## config.mk

```make
export PLATFORM = sky130hd
export DESIGN_NAME = imm_extender
export DESIGN_NICKNAME = d
export VERILOG_FILES = /design/src/rtl/imm_extender.sv
export SDC_FILE = /design/constraint.sdc
export NUM_CORES = 1
export LEC_CHECK = 0
export ABC_AREA = 0
export BUFFER_PORTS_ARGS = -buffer_cell sky130_fd_sc_hd__buf_2
export CAP_MARGIN = 5
export CORE_UTILIZATION = 43
export CTS_CLUSTER_DIAMETER = 60
export DETAILED_ROUTE_END_ITERATION = 8
export GPL_ROUTABILITY_DRIVEN = 0
export GPL_TIMING_DRIVEN = 0
export MAX_ROUTING_LAYER = met4
export PLACE_DENSITY = 0.8
export SYNTH_ARGS = -nofsm -noshare
export SYNTH_HDL_FRONTEND = slang
export SYNTH_SLANG_ARGS = --single-unit
```

## constraint.sdc

```tcl
create_clock -name clk -period 1.67 [get_ports clk]
set_input_delay 0.167 -clock clk [delete_from_list [all_inputs] [get_ports clk]]
set_output_delay 0.167 -clock clk [all_outputs]
set_load 0.01 [all_outputs]
```

## src/rtl/imm_extender.sv

```systemverilog
module imm_extender #(
  parameter int  DW      = 16,
  parameter bit  REG_OUT = 1'b1
) (
  input  logic          clk,
  input  logic          rst_n,
  input  logic [DW-1:0] instr_i,
  output logic [DW-1:0] ext_o,
  output logic          valid_o
);
  localparam int OPW = 4;

  logic [OPW-1:0] op;
  logic [DW-1:0]  ext_c;
  logic           vld_c;

  assign op = instr_i[DW-1 -: OPW];

  always_comb begin
    ext_c = '0;
    vld_c = 1'b0;
    unique case (op)
      4'b0001, 4'b0101: if (instr_i[5]) begin
        ext_c = {{(DW-5){instr_i[4]}}, instr_i[4:0]};
        vld_c = 1'b1;
      end
      4'b0110, 4'b0111: begin
        ext_c = {{(DW-6){instr_i[5]}}, instr_i[5:0]};
        vld_c = 1'b1;
      end
      4'b0000, 4'b0010, 4'b0011, 4'b1010, 4'b1011, 4'b1110: begin
        ext_c = {{(DW-9){instr_i[8]}}, instr_i[8:0]};
        vld_c = 1'b1;
      end
      4'b0100: if (instr_i[11]) begin
        ext_c = {{(DW-11){instr_i[10]}}, instr_i[10:0]};
        vld_c = 1'b1;
      end
      4'b1111: begin
        ext_c = {{(DW-8){1'b0}}, instr_i[7:0]};
        vld_c = 1'b1;
      end
      default: begin
        ext_c = '0;
        vld_c = 1'b0;
      end
    endcase
  end

  generate
    if (REG_OUT) begin : g_reg
      always_ff @(posedge clk or negedge rst_n) begin
        if (!rst_n) begin
          ext_o   <= '0;
          valid_o <= 1'b0;
        end else begin
          ext_o   <= ext_c;
          valid_o <= vld_c;
        end
      end
    end else begin : g_comb
      assign ext_o   = rst_n ? ext_c : '0;
      assign valid_o = rst_n & vld_c;
    end
  endgenerate
endmodule

```

==> results of run 1 <==
-- placed cells by master, fill, tap and decap left out, drive strengths merged --
cell | Yosys | final
a21oi | 1 | 1
o21a | 2 | 2
o211a | 1 | 1
nor2 | 1 | 1
and2 | 6 | 6
nand2b | 3 | 3
o21ai | 1 | 1
or3b | 1 | 1
a311o | 1 | 1
nand4 | 2 | 2
a32oi | 1 | 1
buf | 5 | 39
inv | 2 | 2
dlygate4sd3 | 0 | 1
o22a | 1 | 1
nor2b | 3 | 3
and3b | 2 | 2
and3 | 1 | 1
nand3 | 2 | 2
a21o | 2 | 2
clkbuf | 0 | 4
a31o | 1 | 1
or2b | 1 | 1
dfrtp | 12 | 12
-- state kept, by name (all words and copies together), names as in the netlist --
register	flops
valid_o	1
ext_o	11
-- per-stage QoR --
step                worst slack, ns  hold slack, ns  utilization  cell area (µm²)  cells
floorplan                     0.609          -0.129            -              574     52
global placement              0.428          0.0463        0.651              762    100
detailed placement            0.400          0.0518        0.651              762    100
CTS                           0.510          0.0952        0.690              808    105
global route                  0.482          0.0951        0.690              808    105
finish                        0.528           0.100        0.690              808    105
-- report_power, final --
part / total [mW] / internal (mW) / switching [mW]
logic: 0.149 / 0.0785 / 0.0709
registers: 0.320 / 0.313 / 0.00748
clock network: 0.223 / 0.132 / 0.0911
-- metal layers --
layer  track usage  wire length (µm)
met5             -                 0
met2         0.296               587
met1         0.242               432
met4         0.103                17
met3        0.0349                48
-- cell type report --
type | instances | area [µm²] | area share
inverter | 2 | 7.51 | 0.00929
clock buffer | 4 | 36.3 | 0.0449
sequential | 12 | 300 | 0.372
multi-input combinational | 33 | 229 | 0.283
tap | 14 | 17.5 | 0.0217
buffer | 5 | 37.5 | 0.0464
timing repair buffer | 35 | 180 | 0.223
-- what timing repair did --
| action | CTS | global route |
|---|---|---|
| hold buffers | 1 | 0 |
| setup endpoints to repair | 0 | 0 |
| hold endpoints to repair | 12 | 0 |
-- path summary, 6_finish.rpt --
kind                             from        end
setup / recovery            ext_o[14]  ext_o[15]
hold / removal             instr_i[0]   ext_o[0]
max in group asynchronous       rst_n  ext_o[14]
min in group asynchronous       rst_n   ext_o[1]
-- worst max-delay path, stage by stage, from the launching register on --
cell and delay (ns):
dfrtp_1 0.43, buf_4 0.15, buf_2 0.13
-- kinds of logic after synthesis --
| kind of cell | after synthesis | share of synthesized area |
|---|---|---|
| DFF | 12 | 0.523 |
| and+or+nand+nor | 22 | 0.248 |
| buffers and inverters | 7 | 0.0784 |
| AOI/OAI and AO/OA | 11 | 0.150 |
==> results by group, run 1 <==
Finish
  – Area grow syn2layout: 40.7%
  – Number of diodes: 0
  – Filler cells: 99
  – Layout cells sized above 1: 0.484
  – Net count reported at finish: 110

Floorplanning
  – Row Count: 12
  – Io pins: 35
  – Initial Util: 0.490
  – Die area: 1490 µm²
  – Core area: between 1000 and 1500 µm²
  – Die span in x: 38.5 µm
  – Die Y: around 39 µm

Global routing
  – Initial antenna violation count: 0
  – GRT overflow: 0
  – Pin count of the biggest net entering global routing: 13
  – First-pass GRT wire length: 1880 µm
  – Vias in the first global route: approximately 450
  – Gr usage total: 0.193

Logic synthesis
  – Synthesized Nets: 70
  – Commonest cells in the netlist: dfrtp_1, and2_1, buf_4
  – Synthesized cell area: around 570 µm²
  – Post-synth top area share: 0.523
  – Distinct cells, synth: 23
  – Synth warn: 0
  – Ys flop type: dfrtp_1
  – Mapped Cells: 52
  – Async set or reset register ratio after synthesis: 1.00
  – #FFs+latches synth: 12
  – Ranking of synthesized cells by area: dfrtp_1, and2_1, buf_4, nand2b_1, nor2b_1
  – Seq/Total Area, Yosys: 0.523
  – Synth Area per Inst: 11.0 µm²
  – Post-synth EDFFs: 0
  – Most frequent cell after synthesis: dfrtp_1
  – Yosys top cell by area: dfrtp_1

Clocking
  – Worst-path clk slew: 0.07 ns
  – Max clock buf depth: 2
  – Post-CTS Resized: 0
  – Post-CTS setup buffer count: 0
  – Clock H-tree levels: 1
  – TritonCTS clock tree: done
  – Root buffer cell: clkbuf_4
  – CTS sink cnt: 12
  – Clock buffer count from CTS: 3

Timing
  – Setup TNS: 0 ns
  – Final Hold Fails: 0
  – Max transition margin: 0.814
  – Final setup fails: 0
  – RSZ-0062 raised after global routing: false
  – Final min period: 1.14 ns
  – Fmax: 0.876 GHz
  – Slew Limit Fails: 0
  – Final period utilization: 0.684
  – Worst slew pin tran: 0.278 ns

Worst setup path
  – Crit Path Class: reg2out
  – Critical Path AT: 0.97 ns
  – CP startpoint kind: register
  – Critical Path RT: 1.50 ns
  – Worst setup EP type: output pin
  – CP max FO: 6

Route
  – Vias per cell: 4.79
  – # DRC: 0
  – Via count: ~500
  – Post-Route WL: 1090 µm
  – Antenna viol nets, final: 0
  – Drt first pass iters: 2
  – DRT iter0 DRCs: 8
  – Wirelength per Cell: 10.3 µm

Placed design
  – Port buffer count: 34
  – HPWL Detailed: 928 µm

Min path
  – HP Class: in2reg
  – Hold Crit Depth: 2

Pwr
  – PwrDens: 858 nW/µm²
  – Overall power: 0.693 mW
  – Worst VDD drop: 0.411 mV
  – Leakage: 0.462 nW

Run
  – Max Cap Violations: 0

Outcome
  – Status: completed
No activity file was read; power rests on OpenSTA's default activity.
==> run 2, diff against run 1 <==
--- a/config.mk
+++ b/config.mk
@@ -8,13 +8,13 @@
 export ABC_AREA = 0
 export BUFFER_PORTS_ARGS = -buffer_cell sky130_fd_sc_hd__buf_2
 export CAP_MARGIN = 5
-export CORE_UTILIZATION = 43
+export CORE_UTILIZATION = 36
 export CTS_CLUSTER_DIAMETER = 60
 export DETAILED_ROUTE_END_ITERATION = 8
 export GPL_ROUTABILITY_DRIVEN = 0
 export GPL_TIMING_DRIVEN = 0
 export MAX_ROUTING_LAYER = met4
-export PLACE_DENSITY = 0.8
+export PLACE_DENSITY = 0.71
 export SYNTH_ARGS = -nofsm -noshare
 export SYNTH_HDL_FRONTEND = slang
 export SYNTH_SLANG_ARGS = --single-unit
==> constraint.sdc (replaced) <==
create_clock -name clk -period 1 [get_ports clk]
set_input_delay 0.1 -clock clk [delete_from_list [all_inputs] [get_ports clk]]
set_output_delay 0.1 -clock clk [all_outputs]
set_load 0.01 [all_outputs]
==> run 2 against run 1 <==
The run now ends with setup timing left. Cell count increased by 1.9%. Worst setup slack got worse by 0.57 ns. Core utilization decreased by 13 points. Combinational power increased by 88%. Flip-flop and latch count unchanged. Design area increased by 4.3%. Die area increased by 18%. Non-clock buffer count unchanged. First-iteration DRC count decreased by 63%. Critical endpoint is now ext_o[11]. Count of clock-buffer cells in the layout unchanged. Global-route usage decreased by 6.2 points. Routed wire length decreased by 2.4%. Largest cell class unchanged.
==> results by group, run 2 (synthesis gave the netlist of run 1 again) <==
Worst setup path
  – Max incr delay on CP: 0.43 ns (about the same)
  – Critical Path RT: 0.90 ns (was 1.50 ns)
  – Crit Path Class: reg2out (unchanged)
  – Worst setup EP type: output pin (unchanged)
  – Slowest stage cell, crit path: dfrtp_2 (was dfrtp_1)
  – Critical path cell sequence: buf_4 > buf_6 (was buf_4 > buf_2)
  – CP startpoint kind: register (unchanged)
  – Critical Path AT: 0.94 ns (was 0.97 ns)
  – CP max FO: 6 (unchanged)

Pwr
  – Switching power: 0.274 mW (was 0.169 mW)
  – Leakage: 0.469 nW (was 0.462 nW)
  – Combinational share of power: 0.238 (was 0.216)
  – Seq pwr share: 0.456 (was 0.462)
  – Sw frac: 0.233 (was 0.244)
  – Worst VDD drop: 0.497 mV (was 0.411 mV)
  – Clock power frac: 0.305 (was 0.322)
  – PwrDens: 1390 nW/µm² (was 858 nW/µm²)
  – Overall power: 1.17 mW (was 0.693 mW)
  – P_int: 0.900 mW (was 0.524 mW)

Floorplanning
  – Io pins: 35 (unchanged)
  – Die span in x: 41.9 µm (was 38.5 µm)
  – Initial Util: 0.381 (was 0.490)
  – Die area: 1760 µm² (was 1490 µm²)
  – Row Count: 14 (was 12)
  – Core area: 1510 µm² (was 1170 µm²)
  – Die Y: 41.9 µm (was 38.5 µm)

Timing
  – Final Hold Fails: 0 (unchanged)
  – RSZ-0062 raised after global routing: true (was false)
  – Fmax: 0.961 GHz
  – Setup TNS: -0.181 ns (was 0 ns)
  – Worst slew pin tran: 0.288 ns (was 0.278 ns)
  – Hold WS: 0.0419 ns (was 0.100 ns)
  – Slew Limit Fails: 0 (unchanged)
  – Max transition margin: 0.808 (was 0.814)
  – Final worst setup slack: -0.0410 ns (was 0.528 ns)
  – Final period utilization: 1.04
  – Final setup fails: 5 (was 0)
  – Final min period: 1.04 ns

Finish
  – Max FFs per register: 11 (unchanged)
  – Fin area: 843 µm² (was 808 µm²)
  – Layout cells sized above 1: 0.495 (was 0.484)
  – Filler cells: 139 (was 99)
  – Number of diodes: 0 (unchanged)
  – Final core utilization: 0.560 (was 0.690)
  – Most frequent cells in the layout: buf_2, dfrtp_1, and2_1 (unchanged)
  – Biggest register: ext_o (unchanged)
  – Net count reported at finish: 110 (unchanged)
  – Area grow syn2layout: 46.8% (was 40.7%)
  – Biggest regs: ext_o: 11 flops, valid_o: 1 flops (unchanged)
  – Post-route insts no fill: 107 (was 105)
  – Commonest non-fill, non-tap cell in the layout: buf_2 (unchanged)

Min path
  – HP Class: in2reg (unchanged)

Route
  – Post-Route WL: 1060 µm (was 1090 µm)
  – Wirelength per Cell: 9.90 µm (was 10.3 µm)
  – Via count: 503 (unchanged)
  – # DRC: 0 (unchanged)
  – Antenna viol nets, final: 0 (unchanged)
  – DRT iter0 DRCs: 3 (was 8)
  – Vias per cell: 4.70 (was 4.79)
  – Drt first pass iters: 3 (was 2)

Clocking
  – Clock H-tree levels: 1 (unchanged)
  – Post-CTS setup buffer count: 0 (unchanged)
  – CTS sink cnt: 12 (unchanged)
  – Clock buffer count from CTS: 3 (unchanged)
  – Max clock buf depth: 2 (unchanged)
  – TritonCTS clock tree: done (unchanged)
  – Root buffer cell: clkbuf_4 (unchanged)
  – Worst-path clk slew: 0.07 ns (about the same)

Global routing
  – Initial antenna violation count: 0 (unchanged)
  – Gr usage total: 0.131 (was 0.193)
  – Pin count of the biggest net entering global routing: 13 (unchanged)
  – GRT overflow: 0 (unchanged)
  – First-pass GRT wire length: 1740 µm (was 1880 µm)
  – Vias in the first global route: 481 (was 454)

Outcome
  – Failing checks: setup timing
  – Status: finished with violations (was completed)

Placed design
  – HPWL Detailed: 833 µm (was 928 µm)
  – Port buffer count: 34 (unchanged)
  – Post-Place Setup Slack: -0.189 ns (was 0.400 ns)
  – Placed Instance Area: 764 µm² (was 762 µm²)
  – Placed Cells incl. Taps: 102 (was 100)

Run
  – Max Cap Violations: 0 (unchanged)
==> run 2: final cells by class <==
class,instances,area (µm²),share of cell area
flip-flops and latches,12,302,0.358
plain buffers,5,37.5,0.0445
well taps,16,20.0,0.0237
multi-input cells,33,229,0.272
clock buffers,4,36.3,0.0430
inverters,2,7.51,0.00890
repair buffers,35,211,0.251
==> run 2: critical path: cells and delay by family (launching register included) <==
| kind | cells | cell delay [ns] |
|---|---|---|
| buf+inv | 2 | 0.25 |
| flops | 1 | 0.43 |
==> run 2: per-layer routing <==
layer  part of all wire  GRT usage  vias up
met1               0.43      0.126      227
li1                   -          -      255
met2               0.51      0.250       21
met4                  0     0.0774        0
met5                  0          -        -
met3              0.054    0.00870        0
==> run 2: path summary, 6_finish.rpt <==
path | slack (ns) | cells past startpoint | end | from
max in group asynchronous | 0.54 | 2 | ext_o[14] | rst_n
min in group asynchronous | 0.24 | 2 | ext_o[3] | rst_n
worst max-delay path | -0.04 | 2 | ext_o[11] | ext_o[14]
worst min-delay path | 0.04 | 2 | ext_o[2] | instr_i[2]
==> run 2: power groups by stage <==
| stage | sequential (mW) | clock [mW] | combinational, mW |
|---|---|---|---|
| floorplan | 0.568 | 0 | 0.107 |
| global placement | 0.544 | 0 | 0.245 |
| detailed placement | 0.545 | 0 | 0.249 |
| CTS | 0.535 | 0.376 | 0.281 |
| global route | 0.539 | 0.392 | 0.306 |
| finish | 0.536 | 0.358 | 0.280 |
==> run 2: what timing repair did <==
item                                    CTS  global route
hold buffers                              1             0
resized for setup                         5             1
pin swaps                                 0             0
endpoints found under the setup margin    5             6
hold endpoints to repair                 12             0
==> run 3, diff against run 2 <==
--- a/config.mk
+++ b/config.mk
@@ -8,13 +8,13 @@
 export ABC_AREA = 0
 export BUFFER_PORTS_ARGS = -buffer_cell sky130_fd_sc_hd__buf_2
 export CAP_MARGIN = 5
-export CORE_UTILIZATION = 36
+export CORE_UTILIZATION = 43
 export CTS_CLUSTER_DIAMETER = 60
 export DETAILED_ROUTE_END_ITERATION = 8
 export GPL_ROUTABILITY_DRIVEN = 0
-export GPL_TIMING_DRIVEN = 0
+export GPL_TIMING_DRIVEN = 1
 export MAX_ROUTING_LAYER = met4
-export PLACE_DENSITY = 0.71
+export PLACE_DENSITY = 0.8
 export SYNTH_ARGS = -nofsm -noshare
 export SYNTH_HDL_FRONTEND = slang
 export SYNTH_SLANG_ARGS = --single-unit
==> constraint.sdc (replaced) <==
create_clock -name clk -period 1.3 [get_ports clk]
set_input_delay 0.13 -clock clk [delete_from_list [all_inputs] [get_ports clk]]
set_output_delay 0.13 -clock clk [all_outputs]
set_load 0.01 [all_outputs]
==> run 3 against run 2 <==
The run now ends clean. Die area down 16%. Hold slack improved by 0.020 ns. Flip-flop and latch count is the same. Highest routed layer is now met4. Clock power is 39% lower. Core utilization increased by 8.7 points. First-iteration DRC count rose to 3.0 times the previous value. Combinational power decreased by 38%. Design area is 10% lower. Via count rose by 2.8%. Cell count fell by 7.5%. Routed wire length up 5.9%.
==> results by group, run 3 (synthesis gave the netlist of run 1 again) <==
Outcome
  – Status: completed (was finished with violations)

Worst setup path
  – WP buf/inv: 1 (was 2)
  – CP startpoint kind: register (unchanged)
  – Largest delay contributor family on the critical path: flip-flops (unchanged)
  – CP max FO: 6 (unchanged)
  – Critical Path RT: 1.17 ns (was 0.90 ns)
  – Max incr delay on CP: 0.41 ns (was 0.43 ns)
  – Worst setup EP type: output pin (unchanged)
  – Crit Path Class: reg2out (unchanged)
  – Critical path cell sequence: buf_2 (was buf_4 > buf_6)
  – Slowest stage cell, crit path: dfrtp_1 (was dfrtp_2)
  – Critical Path AT: 0.83 ns (was 0.94 ns)

Finish
  – FF/Latch Area: 300 µm² (was 302 µm²)
  – Area grow syn2layout: 31.8% (was 46.8%)
  – Net count reported at finish: 105 (was 110)
  – Biggest register: ext_o (unchanged)
  – Commonest non-fill, non-tap cell in the layout: buf_2 (unchanged)
  – Max FFs per register: 11 (unchanged)
  – Filler cells: 98 (was 139)
  – Most frequent cells in the layout: buf_2, dfrtp_1, and2_1 (unchanged)
  – Number of diodes: 0 (unchanged)
  – Footprint of the multi-input gates: 229 µm² (unchanged)
  – Final core utilization: 0.646 (was 0.560)
  – Layout cells sized above 1: 0.447 (was 0.495)
  – Post-route insts no fill: 99 (was 107)
  – Biggest regs: ext_o: 11 flops, valid_o: 1 flops (unchanged)
  – Fin area: 757 µm² (was 843 µm²)

Clocking
  – TritonCTS clock tree: done (unchanged)
  – Post-CTS Resized: 0 (was 5)
  – Root buffer cell: clkbuf_4 (unchanged)
  – CTS sink cnt: 12 (unchanged)
  – Worst-path clk slew: 0.07 ns (about the same)
  – Clock H-tree levels: 1 (unchanged)
  – Clock buffer count from CTS: 3 (unchanged)
  – Max clock buf depth: 2 (unchanged)

Run
  – Max Cap Violations: 0 (unchanged)

Route
  – Via count: 517 (was 503)
  – Wirelength per Cell: 11.3 µm (was 9.90 µm)
  – Post-Route WL: 1120 µm (was 1060 µm)
  – Drt first pass iters: 4 (was 3)
  – Antenna viol nets, final: 0 (unchanged)
  – Vias per cell: 5.22 (was 4.70)
  – # DRC: 0 (unchanged)
  – DRT iter0 DRCs: 9 (was 3)

Global routing
  – Met2 global-route usage: 0.283 (was 0.250)
  – Met3 Use GR: 0 (was 0.00870)
  – Pin count of the biggest net entering global routing: 13 (unchanged)
  – Initial antenna violation count: 0 (unchanged)
  – Grt peak-use layer: met2 (unchanged)
  – Vias in the first global route: 422 (was 481)
  – First-pass GRT wire length: 1770 µm (was 1740 µm)
  – Gr usage total: 0.176 (was 0.131)
  – Met1 Use GR: 0.236 (was 0.126)
  – GRT overflow: 0 (unchanged)

Timing
  – Final min period: 0.955 ns
  – Fmax: 1.05 GHz
  – Final period utilization: 0.735
  – Final Hold Fails: 0 (unchanged)
  – Setup TNS: 0 ns (was -0.181 ns)
  – Worst slew pin tran: 0.327 ns (was 0.288 ns)
  – Final setup fails: 0 (was 5)
  – Final worst setup slack: 0.345 ns (was -0.0410 ns)
  – Slew Limit Fails: 0 (unchanged)
  – Max transition margin: 0.781 (was 0.808)
  – RSZ-0062 raised after global routing: false (was true)

Placed design
  – Placed Cells incl. Taps: 95 (was 102)
  – Post-Place Setup Slack: 0.0747 ns (was -0.189 ns)
  – Placed Instance Area: 724 µm² (was 764 µm²)
  – Port buffer count: 34 (unchanged)
  – HPWL Detailed: 888 µm (was 833 µm)

Floorplanning
  – Row Count: 12 (was 14)
  – Die Y: 38.5 µm (was 41.9 µm)
  – Initial Util: 0.490 (was 0.381)
  – Core area: 1170 µm² (was 1510 µm²)
  – Io pins: 35 (unchanged)
  – Die area: 1490 µm² (was 1760 µm²)
  – Die span in x: 38.5 µm (was 41.9 µm)

Pwr
  – Worst VDD drop: 0.506 mV (was 0.497 mV)
  – PwrDens: 1060 nW/µm² (was 1390 nW/µm²)
  – Leakage: 0.430 nW (was 0.469 nW)

Min path
  – HP Class: in2reg (unchanged)
-- run 3: changes by cell type in the layout (fill, tap and decap cells not counted), sizes merged --
cell    change
buf         -5
clkbuf      -1
-- run 3: stage by stage --
step	hold slack [ns]	power, mW
after global placement	0.00968	0.585
after global routing	0.0689	0.836
final	0.0624	0.800
after CTS	0.0689	0.800
after detailed placement	0.0174	0.589
after floorplan	-0.166	0.519
-- run 3: area by class of cell --
cell class,instances,share of cell area
Sequential cell,12,0.397
Multi-Input combinational cell,33,0.302
Timing Repair Buffer,35,0.238
Clock buffer,3,0.0298
Tap cell,14,0.0231
Inverter,2,0.00992
-- run 3: path summary, 6_finish.rpt --
kind / startpoint / endpoint / slack, ns / depth (start not counted)
setup / recovery: ext_o[14] / ext_o[11] / 0.34 / 1
hold / removal: instr_i[7] / ext_o[7] / 0.06 / 2
max in group asynchronous: rst_n / ext_o[5] / 0.83 / 2
min in group asynchronous: rst_n / ext_o[6] / 0.26 / 2
-- run 3: layer usage --
metal,vias to the layer above,share of wire
li1,247,-
met1,243,0.43
met2,25,0.51
met3,2,0.054
met4,0,0.0071
met5,-,0
-- run 3: what timing repair did --
item,in CTS,in global routing
hold endpoints to repair,12,0
buffers inserted,0,0
hold buffers,1,0
-- run 3: where the power goes --
part	internal (mW)	switching, mW	leakage [nW]	total [mW]
sequential	0.402	0.00826	0.149	0.410
clock	0.107	0.110	0.0138	0.217
combinational	0.0825	0.0903	0.267	0.173
